==> src/rtl/fld_pkg.sv <==
package fld_pkg;

  typedef enum logic [1:0] {
    LK_IDLE  = 2'd0,
    LK_ARM   = 2'd1,
    LK_TRACK = 2'd2
  } lk_state_e;

endpackage

==> src/rtl/fld_rise_sync.sv <==
// Multi-flop synchronizer followed by a rising-edge detector.
module fld_rise_sync #(
  parameter int STAGES = 2
) (
  input  logic clk_i,
  input  logic rst_ni,
  input  logic d_i,
  output logic rise_o
);

  localparam int PW = STAGES + 1;

  logic [PW-1:0] pipe_q;
  logic [PW-1:0] pipe_d;

  always_comb begin
    pipe_d = {pipe_q[PW-2:0], d_i};
  end

  always_ff @(posedge clk_i or negedge rst_ni) begin
    if (!rst_ni) pipe_q <= '0;
    else         pipe_q <= pipe_d;
  end

  assign rise_o = pipe_q[STAGES-1] & ~pipe_q[STAGES];

endmodule

==> src/rtl/fld_gate_timer.sv <==
// Free-running divider; flags the last cycle of each gate interval.
module fld_gate_timer #(
  parameter int GATE_DIV = 400000
) (
  input  logic clk_i,
  input  logic rst_ni,
  output logic gate_end_o
);

  localparam int DIV_W = (GATE_DIV > 1) ? $clog2(GATE_DIV) : 1;
  localparam logic [DIV_W-1:0] LAST = DIV_W'(GATE_DIV - 1);

  logic [DIV_W-1:0] div_q;
  logic [DIV_W-1:0] div_d;

  assign gate_end_o = (div_q == LAST);

  always_comb begin
    if (gate_end_o) div_d = '0;
    else            div_d = div_q + DIV_W'(1);
  end

  always_ff @(posedge clk_i or negedge rst_ni) begin
    if (!rst_ni) div_q <= '0;
    else         div_q <= div_d;
  end

endmodule

==> src/rtl/fld_edge_counter.sv <==
// Wrapping edge tally per gate; finished tally latched with a valid pulse.
module fld_edge_counter #(
  parameter int CNT_W = 12
) (
  input  logic             clk_i,
  input  logic             rst_ni,
  input  logic             rise_i,
  input  logic             gate_end_i,
  output logic [CNT_W-1:0] done_cnt_o,
  output logic             done_vld_o
);

  logic [CNT_W-1:0] cnt_q, cnt_d, cnt_inc;
  logic [CNT_W-1:0] done_q;
  logic             vld_q;

  always_comb begin
    cnt_inc = cnt_q + CNT_W'(rise_i);
    cnt_d   = gate_end_i ? '0 : cnt_inc;
  end

  always_ff @(posedge clk_i or negedge rst_ni) begin
    if (!rst_ni) begin
      cnt_q <= '0;
      vld_q <= 1'b0;
    end else begin
      cnt_q <= cnt_d;
      vld_q <= gate_end_i;
    end
  end

  always_ff @(posedge clk_i or negedge rst_ni) begin
    if (!rst_ni)         done_q <= '0;
    else if (gate_end_i) done_q <= cnt_inc;
  end

  assign done_cnt_o = done_q;
  assign done_vld_o = vld_q;

endmodule

==> src/rtl/freq_lock_det.sv <==
module freq_lock_det #(
  parameter int GATE_DIV  = 400000,
  parameter int CNT_W     = 12,
  parameter int SYNC_STGS = 2
) (
  input  logic                    clk_i,
  input  logic                    rst_ni,
  input  logic                    meas_i,
  input  logic                    lock_req_i,
  input  logic                    unlock_req_i,
  output logic                    corr_o,
  output logic                    freq_hi_o,
  output logic                    freq_lo_o,
  output logic signed [CNT_W-1:0] err_o
);

  import fld_pkg::*;

  localparam int NREQ = 3;
  localparam int MSB  = CNT_W - 1;

  logic [NREQ-1:0] raw_in;
  logic [NREQ-1:0] rise_vec;
  logic            meas_rise, lock_rise, unlock_rise;
  logic            gate_end;
  logic [CNT_W-1:0] done_cnt;
  logic             done_vld;

  assign raw_in = {unlock_req_i, lock_req_i, meas_i};

  for (genvar g = 0; g < NREQ; g++) begin : g_sync
    fld_rise_sync #(.STAGES(SYNC_STGS)) u_sync (
      .clk_i  (clk_i),
      .rst_ni (rst_ni),
      .d_i    (raw_in[g]),
      .rise_o (rise_vec[g])
    );
  end

  assign meas_rise   = rise_vec[0];
  assign lock_rise   = rise_vec[1];
  assign unlock_rise = rise_vec[2];

  fld_gate_timer #(.GATE_DIV(GATE_DIV)) u_gate (
    .clk_i      (clk_i),
    .rst_ni     (rst_ni),
    .gate_end_o (gate_end)
  );

  fld_edge_counter #(.CNT_W(CNT_W)) u_cnt (
    .clk_i      (clk_i),
    .rst_ni     (rst_ni),
    .rise_i     (meas_rise),
    .gate_end_i (gate_end),
    .done_cnt_o (done_cnt),
    .done_vld_o (done_vld)
  );

  lk_state_e        state_q, state_d;
  logic [CNT_W-1:0] target_q, target_d;
  logic             cap_en;
  logic             out_en;
  logic             corr_q, corr_d;
  logic             hi_q, hi_d;
  logic             lo_q, lo_d;
  logic [CNT_W-1:0] err_q, err_d;
  logic [CNT_W-1:0] diff;

  // modulo subtraction: wrapped tallies keep the correct sign within range
  assign diff = target_q - done_cnt;

  always_comb begin
    state_d  = state_q;
    target_d = target_q;
    cap_en   = 1'b0;
    out_en   = 1'b0;
    corr_d   = corr_q;
    hi_d     = hi_q;
    lo_d     = lo_q;
    err_d    = err_q;
    if (unlock_rise) begin
      state_d = LK_IDLE;
      out_en  = 1'b1;
      corr_d  = 1'b0;
      hi_d    = 1'b0;
      lo_d    = 1'b0;
      err_d   = '0;
    end else begin
      unique case (state_q)
        LK_IDLE: begin
          if (lock_rise) state_d = LK_ARM;
        end
        LK_ARM: begin
          if (done_vld) begin
            cap_en   = 1'b1;
            target_d = done_cnt;
            state_d  = LK_TRACK;
          end
        end
        LK_TRACK: begin
          if (done_vld) begin
            out_en = 1'b1;
            err_d  = diff;
            if (diff == '0) begin
              hi_d = 1'b0;
              lo_d = 1'b0;
            end else if (diff[MSB]) begin
              hi_d   = 1'b1;
              lo_d   = 1'b0;
              corr_d = 1'b0;
            end else begin
              hi_d   = 1'b0;
              lo_d   = 1'b1;
              corr_d = 1'b1;
            end
          end
        end
        default: state_d = LK_IDLE;
      endcase
    end
  end

  always_ff @(posedge clk_i or negedge rst_ni) begin
    if (!rst_ni) state_q <= LK_IDLE;
    else         state_q <= state_d;
  end

  always_ff @(posedge clk_i or negedge rst_ni) begin
    if (!rst_ni)     target_q <= '0;
    else if (cap_en) target_q <= target_d;
  end

  always_ff @(posedge clk_i or negedge rst_ni) begin
    if (!rst_ni) begin
      corr_q <= 1'b0;
      hi_q   <= 1'b0;
      lo_q   <= 1'b0;
      err_q  <= '0;
    end else if (out_en) begin
      corr_q <= corr_d;
      hi_q   <= hi_d;
      lo_q   <= lo_d;
      err_q  <= err_d;
    end
  end

  assign corr_o    = corr_q;
  assign freq_hi_o = hi_q;
  assign freq_lo_o = lo_q;
  assign err_o     = $signed(err_q);

endmodule

==> config.mk <==
export PLATFORM = sky130hd
export DESIGN_NAME = freq_lock_det
export DESIGN_NICKNAME = d
export VERILOG_FILES = /design/src/rtl/fld_pkg.sv /design/src/rtl/fld_rise_sync.sv /design/src/rtl/fld_gate_timer.sv /design/src/rtl/fld_edge_counter.sv /design/src/rtl/freq_lock_det.sv
export SDC_FILE = /design/constraint.sdc
export NUM_CORES = 1
export LEC_CHECK = 0
export ABC_CLOCK_PERIOD_IN_PS = 3050
export BUFFER_PORTS_ARGS = -buffer_cell sky130_fd_sc_hd__buf_2
export CORE_AREA = 3 3 103 105
export CTS_BUF_LIST = sky130_fd_sc_hd__clkbuf_4 sky130_fd_sc_hd__clkbuf_8
export DETAILED_ROUTE_END_ITERATION = 10
export DIE_AREA = 0 0 106 108
export PLACE_DENSITY = 0.63
export REMOVE_ABC_BUFFERS = 1
export SLEW_MARGIN = 20
export SYNTH_ARGS = -nofsm -noshare
export SYNTH_HDL_FRONTEND = slang
export SYNTH_SLANG_ARGS = --single-unit
==> constraint.sdc <==
create_clock -name clk_i -period 3.05 [get_ports clk_i]
set_input_delay 0.915 -clock clk_i [delete_from_list [all_inputs] [get_ports clk_i]]
set_output_delay 0.915 -clock clk_i [all_outputs]
set_load 0.02 [all_outputs]
==> load_flow_metrics.sql, run 1 <==
INSERT INTO impl_metrics (metric_group, metric, value, unit) VALUES
('finish', 'antennaDiodeCount', '0', ''),
('cts', 'cts-buffers-inserted', '9', ''),
('drt', 'postRouteAntennaNets', '0', ''),
('drt', 'via_per_instance_ratio', '4.95', ''),
('synthesis', 'yosys.area.top_type', 'dfrtp_1', ''),
('timing', 'grt_setup_unrepaired', 'false', ''),
('cts', 'clk_pin_slew', '0.09', 'ns'),
('setup_path', 'critPathSlowestCell', 'or4_1', ''),
('drt', 'met2WireLength', '3190', 'um'),
('pwr', 'leakagePower', '1.96', 'nW'),
('synthesis', 'synth-seq-cells', '82', ''),
('drt', 'drc', '0', ''),
('global_routing', 'grt_pass1_vias', '2686', ''),
('cts', 'ctsLongestPathBuffers', '2', ''),
('synthesis', 'synth.top_cells.by_count', 'dfrtp_1, nor2_1, nand2_1', ''),
('timing', 'report.final.slew_viol_count', '0', ''),
('outcome', 'status', 'finished, final reports clean', ''),
('cts', 'clkSinkCount', '82', ''),
('synthesis', 'syn_area', '3850', 'um^2'),
('cts', 'clkLatencyLatePin', '0.34', 'ns'),
('global_routing', 'grt_start_max_net_pins', '48', ''),
('synthesis', 'number_of_synthesized_flops_with_an_enable_pin', '0', ''),
('cts', 'postCtsSetupRepairBufs', '0', ''),
('synthesis', 'post_synth_main_area_contributors', 'dfrtp_1, nor2_1, xnor2_1', ''),
('drt', 'vias', '2651', ''),
('pwr', 'power.switching', '0.000494', 'W'),
('pwr', 'internal_power', '0.00148', 'W'),
('global_routing', 'grt.total_usage', '12.8', '%'),
('synthesis', 'yosysMostFrequentCell', 'dfrtp_1', ''),
('setup_path', 'setup_cp_type', 'reg2reg', ''),
('global_routing', 'grt_first_pass_wirelength', '12200', 'um'),
('setup_path', 'worstPathArrival', '2.94', 'ns'),
('floorplanning', 'chip_width', '106', 'um'),
('drt', 'route.top_layer_used', 'met4', ''),
('floorplanning', 'core_region_area', '9730', 'um^2'),
('cts', 'tritoncts', 'done', ''),
('synthesis', 'synth-warning-count', '0', ''),
('pwr', 'power_frac_comb', '5.7', '%'),
('timing', 'timing.clock.skew', '0.0110', 'ns'),
('flow_run', 'cap_violations', '0', ''),
('pwr', 'share_clk_of_total_power', '35.4', '%'),
('synthesis', 'yosys.cell_types.count', '43', ''),
('synthesis', 'synthArstFlopShare', '100', '%'),
('placed_design', 'placement.setup.worst_slack', '0.331', 'ns'),
('global_routing', 'antenna_found_initial', '0', ''),
('floorplanning', 'die_height', '108', 'um'),
('placed_design', 'dp_hpwl', '4900', 'um'),
('floorplanning', 'die-area', '11400', 'um^2'),
('setup_path', 'worstSetupStartpointType', 'flop', ''),
('synthesis', 'synth_top_area_share', '53.4', '%'),
('setup_path', 'worstPathMaxFanout', '3', ''),
('timing', 'period_share', '89.4', '%'),
('finish', 'filler_cells', '928', ''),
('pwr', 'power.density', '458', 'nW/um^2'),
('setup_path', 'critPathTopFamily', 'simple AND/OR/NAND/NOR gates', ''),
('drt', 'routedLengthMet1', '3270', 'um'),
('drt', 'wl_cell', '12.5', 'um'),
('timing', 'max_freq', '367', 'MHz'),
('timing', 'finalHoldViolCount', '0', ''),
('floorplanning', 'pin_count', '20', ''),
('placed_design', 'gp_congestion', '0.883', ''),
('pwr', 'power.switching_fraction', '25.0', '%'),
('worst_hold_path', 'timing.hold.worst.class', 'reg2reg', ''),
('timing', 'worst_slew_margin_rel', '63.9', '%'),
('cts', 'holdBufCountCts', '0', ''),
('synthesis', 'postSynthAreaPerCell', '10.4', 'um^2'),
('drt', 'detail_route.iter0.violations', '125', ''),
('cts', 'clockRootBuffer', 'clkbuf_8', ''),
('drt', 'wl', '6700', 'um'),
('timing', 'timing.final.setup_violations', '0', ''),
('timing', 'min_period', '2.73', 'ns');
==> worst register-to-register path: cells and delay by family (launching register included) <==
kind	cells	cell delay [ns]
compound gates	2	0.37
xor+xnor	1	0.16
fa+ha+maj	2	0.56
buf+inv	2	0.11
flops	1	0.36
simple gates	4	1.02
==> cell families after synthesis <==
family                     share of synthesized area (%)
muxes                                               3.77
DFF                                                 53.4
adders and majority gates                           5.07
AOI/OAI and AO/OA                                   9.63
xor gates and xnor gates                            8.20
buffers and inverters                               2.73
and+or+nand+nor                                     17.2
==> area by class of cell <==
cell class	count	area, um^2	area share (%)
Multi-Input combinational cell	261	1690	39.2
Timing Repair Buffer	26	163	3.77
Inverter	18	67.6	1.57
Sequential cell	82	2050	47.6
Tap cell	133	166	3.86
Clock inverter	6	42.5	0.987
Clock buffer	10	131	3.05
==> flip-flops by register name (all words and copies together), names as in the netlist <==
register / count
corr_o: 1
u_cnt.done_vld_o: 1
u_cnt.cnt_q: 12
err_o: 12
target_q: 12
g_sync.u_sync.pipe_q: 9
u_gate.div_q: 19
state_q: 2
freq_hi_o: 1
u_cnt.done_cnt_o: 12
freq_lo_o: 1
==> stage by stage <==
step                      utilization, %  std cells  hold WS (ns)  total power [W]  cell area (um^2)
after floorplan                        -        361         0.331          0.00124              3810
after global placement              42.5        520         0.332          0.00129              4140
after detailed placement            42.5        520         0.337          0.00130              4140
after CTS                           44.3        536         0.359          0.00200              4310
after global routing                44.3        536         0.365          0.00207              4310
final                               44.3        536         0.355          0.00197              4310
==> routing by layer <==
metal,global-route usage [%],vias to the layer above
met5,0,-
met4,5.09,0
met3,1.79,8
met2,22.0,37
met1,16.5,1280
li1,-,1326
==> path summary, 6_finish.rpt <==
path / start / endpoint / slack, ns / cells after the start
max in group asynchronous: rst_ni / g_sync[1].u_sync.pipe_q[2]$_DFF_PN0_ / 1.93 / 2
setup / recovery: target_q[0]$_DFFE_PN0P_ / corr_o$_DFFE_PN0P_ / 0.32 / 11
min in group asynchronous: rst_ni / g_sync[0].u_sync.pipe_q[0]$_DFF_PN0_ / 0.51 / 1
setup reg to reg: target_q[0]$_DFFE_PN0P_ / corr_o$_DFFE_PN0P_ / 0.32 / 11
hold reg to reg: g_sync[0].u_sync.pipe_q[0]$_DFF_PN0_ / g_sync[0].u_sync.pipe_q[1]$_DFF_PN0_ / 0.35 / 0
hold / removal: g_sync[0].u_sync.pipe_q[0]$_DFF_PN0_ / g_sync[0].u_sync.pipe_q[1]$_DFF_PN0_ / 0.35 / 0
==> placed cells by master (no fill, tap or decap), types with 2 or more instances in the layout <==
| cell | synthesis | layout |
|---|---|---|
| clkbuf_8 | 0 | 9 |
| and4_1 | 3 | 3 |
| nand4_1 | 6 | 6 |
| nor3_1 | 4 | 4 |
| inv_1 | 18 | 18 |
| buf_4 | 0 | 7 |
| buf_2 | 0 | 18 |
| clkinv_2 | 0 | 2 |
| o2111ai_1 | 2 | 2 |
| nand3_1 | 14 | 14 |
| xor2_1 | 15 | 15 |
| o21ai_0 | 10 | 10 |
| a211oi_1 | 6 | 6 |
| mux2_2 | 12 | 12 |
| clkinvlp_4 | 0 | 2 |
| nor2b_1 | 5 | 5 |
| a21oi_1 | 29 | 29 |
| nor2_1 | 55 | 55 |
| ha_1 | 14 | 14 |
| nand2_1 | 33 | 33 |
| or4_1 | 2 | 2 |
| or2_2 | 2 | 2 |
| o211ai_1 | 3 | 3 |
| dfrtp_1 | 82 | 82 |
| xnor2_1 | 21 | 21 |
| nand2b_1 | 5 | 5 |
==> power groups by stage <==
| stage | Clock, W | Sequential (W) | Combinational, W |
|---|---|---|---|
| floorplan | 0 | 0.00118 | 0.0000658 |
| finish | 0.000699 | 0.00116 | 0.000113 |
| global placement | 0 | 0.00118 | 0.000112 |
| global route | 0.000772 | 0.00117 | 0.000132 |
| CTS | 0.000724 | 0.00116 | 0.000117 |
| detailed placement | 0 | 0.00118 | 0.000115 |
(Power assumes the default switching activity.)
==> inputs of run 2 (changes only) <==
- REMOVE_ABC_BUFFERS: 1 -> not set
==> load_flow_metrics.sql, run 2 (synthesis gave the netlist of run 1 again) <==
INSERT INTO impl_metrics (metric_group, metric, value, unit) VALUES
('timing', 'setup-tns-final', '0', 'ns'),
('global_routing', 'grt.total_usage', '12.8', '%'),
('global_routing', 'grt_start_max_net_pins', '61', ''),
('finish', 'antennaDiodeCount', '0', ''),
('setup_path', 'worstSetupStartpointType', 'flop', ''),
('finish', 'post-route-util', '44.8', '%'),
('floorplanning', 'rows', '36', ''),
('setup_path', 'critical-path-max-stage-delay', '0.49', 'ns'),
('setup_path', 'setup_cp_type', 'reg2reg', ''),
('setup_path', 'worst-r2r-setup-slack', '0.36', 'ns'),
('synthesis', 'postSynthNetCount', '391', ''),
('floorplanning', 'die_height', '108', 'um'),
('cts', 'clockRootBuffer', 'clkbuf_8', ''),
('outcome', 'status', 'finished, final reports clean', ''),
('timing', 'timing.clock.skew', '0.00765', 'ns'),
('placed_design', 'placement.setup.worst_slack', '0.332', 'ns'),
('cts', 'clk_pin_slew', '0.08', 'ns'),
('global_routing', 'globalRouteOverflowTotal', '0', ''),
('drt', 'drt_pass1_iterations', '4', ''),
('cts', 'clkLatencyLatePin', '0.34', 'ns'),
('cts', 'clkSinkCount', '82', ''),
('cts', 'quantity_of_gates_resized_following_cts', '0', ''),
('cts', 'holdBufCountCts', '0', ''),
('setup_path', 'worst-endpoint-required', '3.28', 'ns'),
('cts', 'tritoncts', 'done', ''),
('worst_hold_path', 'hold_path_end', 'g_sync[1].u_sync.pipe_q[1]$_DFF_PN0_', ''),
('flow_run', 'cap_violations', '0', ''),
('timing', 'period_share', '88.2', '%'),
('setup_path', 'worstSetupEndpointType', 'flop', ''),
('floorplanning', 'initial_core_util', '39.5', '%'),
('setup_path', 'crit_path_cell_trace', 'inv_1 -> ha_1 -> inv_1 -> fa_1 -> a211oi_2 -> nor2_2 -> xor2_1 -> nand4bb_1 -> or4_1 -> nor4_2 -> o21ai_1', ''),
('pwr', 'vdd_drop_max', '0.375', 'mV'),
('cts', 'cts.htree.levels', '3', ''),
('worst_hold_path', 'min-delay-start', 'g_sync[1].u_sync.pipe_q[0]$_DFF_PN0_', ''),
('timing', 'finalHoldViolCount', '0', ''),
('timing', 'finalHoldWorstSlack', '0.356', 'ns'),
('cts', 'ctsLongestPathBuffers', '2', ''),
('cts', 'cts-buffers-inserted', '9', ''),
('placed_design', 'dp_hpwl', '4790', 'um'),
('drt', 'detail_route.iter0.violations', '96', ''),
('pwr', 'total_power', '0.00216', 'W'),
('setup_path', 'worstPathArrival', '2.92', 'ns'),
('drt', 'drc', '0', ''),
('timing', 'report.final.slew_viol_count', '0', ''),
('finish', 'mostFrequentLayoutCells', 'dfrtp_1, nor2_1, nand2_1', ''),
('timing', 'min_period', '2.69', 'ns'),
('floorplanning', 'core_region_area', '9730', 'um^2'),
('global_routing', 'grt_first_pass_wirelength', '12100', 'um'),
('finish', 'share_of_layout_cells_above_drive_strength_1', '15.4', '%'),
('floorplanning', 'pin_count', '20', ''),
('finish', 'filler_cells', '928', ''),
('cts', 'postCtsSetupRepairBufs', '0', ''),
('placed_design', 'placement.io_buffers', '19', ''),
('global_routing', 'grt_pass1_vias', '2672', ''),
('setup_path', 'regToRegStartpoint', 'target_q[0]$_DFFE_PN0P_', ''),
('drt', 'wl_cell', '12.4', 'um'),
('worst_hold_path', 'timing.hold.worst.class', 'reg2reg', ''),
('floorplanning', 'chip_width', '106', 'um'),
('placed_design', 'gp_congestion', '0.869', ''),
('setup_path', 'reg2reg_path_depth', '11', ''),
('drt', 'via_per_instance_ratio', '4.99', ''),
('setup_path', 'critPathSlowestCell', 'or4_1', ''),
('setup_path', 'critical_path_s_most_frequent_cell', 'inv_1', ''),
('pwr', 'leakagePower', '1.98', 'nW'),
('setup_path', 'reg2reg_to', 'freq_lo_o$_DFFE_PN0P_', ''),
('drt', 'vias', '2667', ''),
('finish', 'fin_nets', '417', ''),
('finish', 'syn_to_final_growth', '13.4', '%'),
('timing', 'worst_slew_margin_rel', '48.4', '%'),
('floorplanning', 'die-area', '11400', 'um^2'),
('finish', 'register_bank_with_the_most_flops', 'u_gate.div_q', ''),
('timing', 'grt_setup_unrepaired', 'false', ''),
('drt', 'postRouteAntennaNets', '0', ''),
('global_routing', 'antenna_found_initial', '0', ''),
('timing', 'max_freq', '372', 'MHz'),
('pwr', 'power.density', '495', 'nW/um^2'),
('worst_hold_path', 'min_path_cells', '0', ''),
('timing', 'postLayoutSetupSlackWorst', '0.360', 'ns'),
('timing', 'timing.final.setup_violations', '0', ''),
('timing', 'worstMarginPinSlew', '0.775', 'ns'),
('setup_path', 'worstPathMaxFanout', '3', ''),
('finish', 'number_of_flip_flops_under_the_largest_register_name', '19', ''),
('drt', 'wl', '6630', 'um'),
('finish', 'mostFrequentLayoutCell', 'dfrtp_1', '');
==> run 2: through the flow <==
| stage | cell area (um^2) | instances |
|---|---|---|
| 2_1_floorplan | 3850 | 371 |
| 3_3_place_gp | 4130 | 519 |
| 3_5_place_dp | 4130 | 519 |
| 4_1_cts | 4360 | 535 |
| 5_1_grt | 4360 | 535 |
| 6_report | 4360 | 535 |
==> run 2: critical path, delay by kind of cell (launching register included) <==
family	cells	cell delay, ns
flip-flops	1	0.36
XOR/XNOR	1	0.17
buffers and inverters	2	0.11
AO/OA/AOI/OAI	2	0.37
AND/OR/NAND/NOR	4	0.99
adder cells (fa/ha/maj)	2	0.56
==> run 2: where the power goes <==
group	internal [W]	switching (W)
combinational	0.0000428	0.0000636
clock	0.000499	0.000393
sequential	0.00113	0.0000316
total	0.00167	0.000489
==> run 2: worst max-delay path by stage <==
stage,cells past startpoint,endpoint,slack (ns),from
2_1_floorplan,11,corr_o$_DFFE_PN0P_,0.53,target_q[0]$_DFFE_PN0P_
5_1_grt,11,corr_o$_DFFE_PN0P_,0.11,target_q[0]$_DFFE_PN0P_
3_5_place_dp,11,freq_lo_o$_DFFE_PN0P_,0.33,target_q[0]$_DFFE_PN0P_
3_3_place_gp,11,corr_o$_DFFE_PN0P_,0.43,target_q[0]$_DFFE_PN0P_
6_report,11,freq_lo_o$_DFFE_PN0P_,0.36,target_q[0]$_DFFE_PN0P_
4_1_cts,11,freq_lo_o$_DFFE_PN0P_,0.32,target_q[0]$_DFFE_PN0P_
==> run 2: layout make-up <==
class | instances | area [um^2] | share of cell area, %
Clock inverter | 5 | 86.3 | 1.98
Tap cell | 133 | 166 | 3.82
Multi-Input combinational cell | 261 | 1690 | 38.7
Sequential cell | 82 | 2050 | 47.0
Timing Repair Buffer | 25 | 155 | 3.56
Inverter | 18 | 67.6 | 1.55
Clock buffer | 11 | 145 | 3.33
==> run 2: metal layers <==
metal  track usage, %  vias to the layer above  wire (um)
met5                0                        -          0
met4             3.89                        0         83
met3             3.22                        9        197
met2             21.5                       33       3260
met1             16.6                     1304       3090
li1                 -                     1321          -
==> inputs of run 3 (changes only) <==
- CORE_AREA: 3 3 103 105 -> 5 5 105 107
- DIE_AREA: 0 0 106 108 -> 0 0 110 112
==> load_flow_metrics.sql, run 3 (synthesis gave the netlist of run 1 again) <==
INSERT INTO impl_metrics (metric_group, metric, value, unit) VALUES
('outcome', 'status', 'finished, final reports clean', ''),
('setup_path', 'critPathSlowestCell', 'or4_1', ''),
('drt', 'detail_route.iter0.violations', '79', ''),
('timing', 'grt_setup_unrepaired', 'false', ''),
('finish', 'filler_cells', '991', ''),
('drt', 'route.top_layer_used', 'met4', ''),
('timing', 'setup-tns-final', '0', 'ns'),
('cts', 'cts-buffers-inserted', '9', ''),
('cts', 'ctsLongestPathBuffers', '2', ''),
('timing', 'worstMarginPinSlew', '0.532', 'ns'),
('drt', 'wl', '6820', 'um'),
('setup_path', 'critPathTopFamily', 'simple AND/OR/NAND/NOR gates', ''),
('cts', 'holdBufCountCts', '0', ''),
('pwr', 'leakagePower', '1.96', 'nW'),
('drt', 'met3WireLength', '273', 'um'),
('cts', 'clockRootBuffer', 'clkbuf_8', ''),
('drt', 'drt_pass1_iterations', '4', ''),
('finish', 'fin_nets', '416', ''),
('setup_path', 'worstSetupStartpointType', 'flop', ''),
('floorplanning', 'die-area', '12300', 'um^2'),
('pwr', 'vdd_drop_max', '0.229', 'mV'),
('timing', 'timing.clock.skew', '0.0117', 'ns'),
('global_routing', 'globalRouteOverflowTotal', '0', ''),
('finish', 'share_of_layout_cells_above_drive_strength_1', '15.0', '%'),
('finish', 'mostFrequentLayoutCells', 'dfrtp_1, nor2_1, nand2_1', ''),
('cts', 'postCtsSetupRepairBufs', '0', ''),
('floorplanning', 'initial_core_util', '38.3', '%'),
('placed_design', 'gp_congestion', '0.910', ''),
('drt', 'vias', '2641', ''),
('cts', 'clkSinkCount', '82', ''),
('setup_path', 'critical_path_s_most_frequent_cell', 'inv_1', ''),
('drt', 'wl_cell', '12.7', 'um'),
('placed_design', 'placement.io_buffers', '19', ''),
('setup_path', 'worstPathMaxFanout', '3', ''),
('flow_run', 'cap_violations', '0', ''),
('timing', 'max_freq', '370', 'MHz'),
('timing', 'report.final.slew_viol_count', '0', ''),
('global_routing', 'grt_first_pass_wirelength', '11900', 'um'),
('setup_path', 'worst-endpoint-required', '3.28', 'ns'),
('finish', 'syn_to_final_growth', '12.5', '%'),
('pwr', 'power.switching_fraction', '23.2', '%'),
('drt', 'postRouteAntennaNets', '0', ''),
('finish', 'register_bank_with_the_most_flops', 'u_gate.div_q', ''),
('global_routing', 'grt_start_max_net_pins', '43', ''),
('setup_path', 'regToRegStartpoint', 'target_q[0]$_DFFE_PN0P_', ''),
('global_routing', 'grt.total_usage', '11.9', '%'),
('cts', 'clk_pin_slew', '0.08', 'ns'),
('setup_path', 'worstSetupEndpointType', 'flop', ''),
('worst_hold_path', 'min-delay-start', 'g_sync[1].u_sync.pipe_q[0]$_DFF_PN0_', ''),
('pwr', 'power.switching', '0.000470', 'W'),
('timing', 'postLayoutSetupSlackWorst', '0.350', 'ns'),
('placed_design', 'placement.setup.worst_slack', '0.308', 'ns'),
('pwr', 'part_of_the_total_power_dissipated_in_sequential_elements', '57.4', '%'),
('finish', 'finish.instance_area', '4330', 'um^2'),
('drt', 'routedLengthMet1', '3200', 'um'),
('finish', 'multi_input_comb_area', '1690', 'um^2'),
('synthesis', 'postSynthNetCount', '391', ''),
('worst_hold_path', 'min_path_cells', '0', ''),
('placed_design', 'post-place-cells', '521', ''),
('worst_hold_path', 'timing.hold.worst.class', 'reg2reg', ''),
('finish', 'number_of_flip_flops_under_the_largest_register_name', '19', ''),
('global_routing', 'antenna_found_initial', '0', ''),
('finish', 'mostFrequentLayoutCell', 'dfrtp_1', ''),
('setup_path', 'crit_path_cell_trace', 'inv_1 -> ha_1 -> inv_1 -> fa_1 -> a211oi_2 -> nor2_2 -> xor2_1 -> nand4bb_1 -> or4_1 -> nor4_2 -> a211oi_1', ''),
('floorplanning', 'die_height', '112', 'um'),
('worst_hold_path', 'hold_path_end', 'g_sync[1].u_sync.pipe_q[1]$_DFF_PN0_', ''),
('pwr', 'share_clk_of_total_power', '37.3', '%'),
('drt', 'met2WireLength', '3310', 'um'),
('setup_path', 'critical-path-max-stage-delay', '0.48', 'ns'),
('global_routing', 'grt_pass1_vias', '2642', ''),
('pwr', 'power.density', '468', 'nW/um^2'),
('setup_path', 'worst-r2r-setup-slack', '0.35', 'ns'),
('finish', 'final_cell_count_no_fill', '536', ''),
('pwr', 'total_power', '0.00203', 'W'),
('setup_path', 'worstPathArrival', '2.93', 'ns'),
('placed_design', 'dp_hpwl', '4930', 'um'),
('cts', 'clkLatencyLatePin', '0.35', 'ns'),
('cts', 'tritoncts', 'done', ''),
('setup_path', 'reg2reg_to', 'corr_o$_DFFE_PN0P_', ''),
('floorplanning', 'chip_width', '110', 'um'),
('floorplanning', 'pin_count', '20', ''),
('finish', 'final-seq-area', '2050', 'um^2'),
('timing', 'min_period', '2.70', 'ns'),
('cts', 'cts.htree.levels', '3', ''),
('timing', 'worst_slew_margin_rel', '64.5', '%'),
('timing', 'timing.final.setup_violations', '0', ''),
('floorplanning', 'core_region_area', '10000', 'um^2'),
('floorplanning', 'rows', '37', ''),
('setup_path', 'reg2reg_path_depth', '11', ''),
('cts', 'quantity_of_gates_resized_following_cts', '0', ''),
('finish', 'antennaDiodeCount', '0', ''),
('placed_design', 'placement.cell_area', '4140', 'um^2'),
('timing', 'period_share', '88.5', '%'),
('drt', 'drc', '0', ''),
('timing', 'finalHoldViolCount', '0', ''),
('drt', 'via_per_instance_ratio', '4.93', ''),
('pwr', 'power_frac_comb', '5.3', '%'),
('setup_path', 'worst-path-buf-inv', '2', ''),
('pwr', 'internal_power', '0.00156', 'W'),
('setup_path', 'setup_cp_type', 'reg2reg', '');
run 3: cell types whose count changed in the layout (fill, tap and decap cells not counted):
cell,delta
buf_4,-2
buf_12,+1
clkbuf_8,-1
bufinv_16,-1
clkinv_2,+2
clkinvlp_4,+1
inv_6,-1
clkinv_4,-1
run 3: metal layers:
metal / vias up / global-route usage [%]
met3: 4 / 4.29
met1: 1275 / 14.9
met4: 0 / 2.91
li1: 1324 / -
met5: - / 0
met2: 38 / 19.4
run 3: final cells by class:
class                   instances  area share (%)
repair buffers                 24            3.70
clock inverters                 5            1.30
well taps                     136            3.93
multi-input cells             261            39.0
inverters                      18            1.56
clock buffers                  10            3.04
flip-flops and latches         82            47.4
run 3: power by group through the flow:
| stage | Sequential (W) | Clock (W) | Combinational (W) |
|---|---|---|---|
| finish | 0.00116 | 0.000755 | 0.000108 |
| global route | 0.00117 | 0.000828 | 0.000128 |
| CTS | 0.00116 | 0.000785 | 0.000112 |
| detailed placement | 0.00118 | 0 | 0.000110 |
| global placement | 0.00118 | 0 | 0.000108 |
| floorplan | 0.00118 | 0 | 0.0000665 |
run 3: per-stage QoR:
| step | hold slack, ns | util (%) |
|---|---|---|
| 3_5_place_dp | 0.341 | 41.2 |
| 4_1_cts | 0.359 | 43.1 |
| 3_3_place_gp | 0.334 | 41.2 |
| 6_report | 0.353 | 43.1 |
| 5_1_grt | 0.363 | 43.1 |
| 2_1_floorplan | 0.331 | - |
run 3: worst max path at each step:
| stage | start | end | cells past startpoint |
|---|---|---|---|
| global route | target_q[0]$_DFFE_PN0P_ | corr_o$_DFFE_PN0P_ | 11 |
| CTS | target_q[0]$_DFFE_PN0P_ | corr_o$_DFFE_PN0P_ | 11 |
| global placement | target_q[0]$_DFFE_PN0P_ | corr_o$_DFFE_PN0P_ | 11 |
| floorplan | target_q[0]$_DFFE_PN0P_ | corr_o$_DFFE_PN0P_ | 11 |
| finish | target_q[0]$_DFFE_PN0P_ | corr_o$_DFFE_PN0P_ | 11 |
| detailed placement | target_q[0]$_DFFE_PN0P_ | corr_o$_DFFE_PN0P_ | 11 |
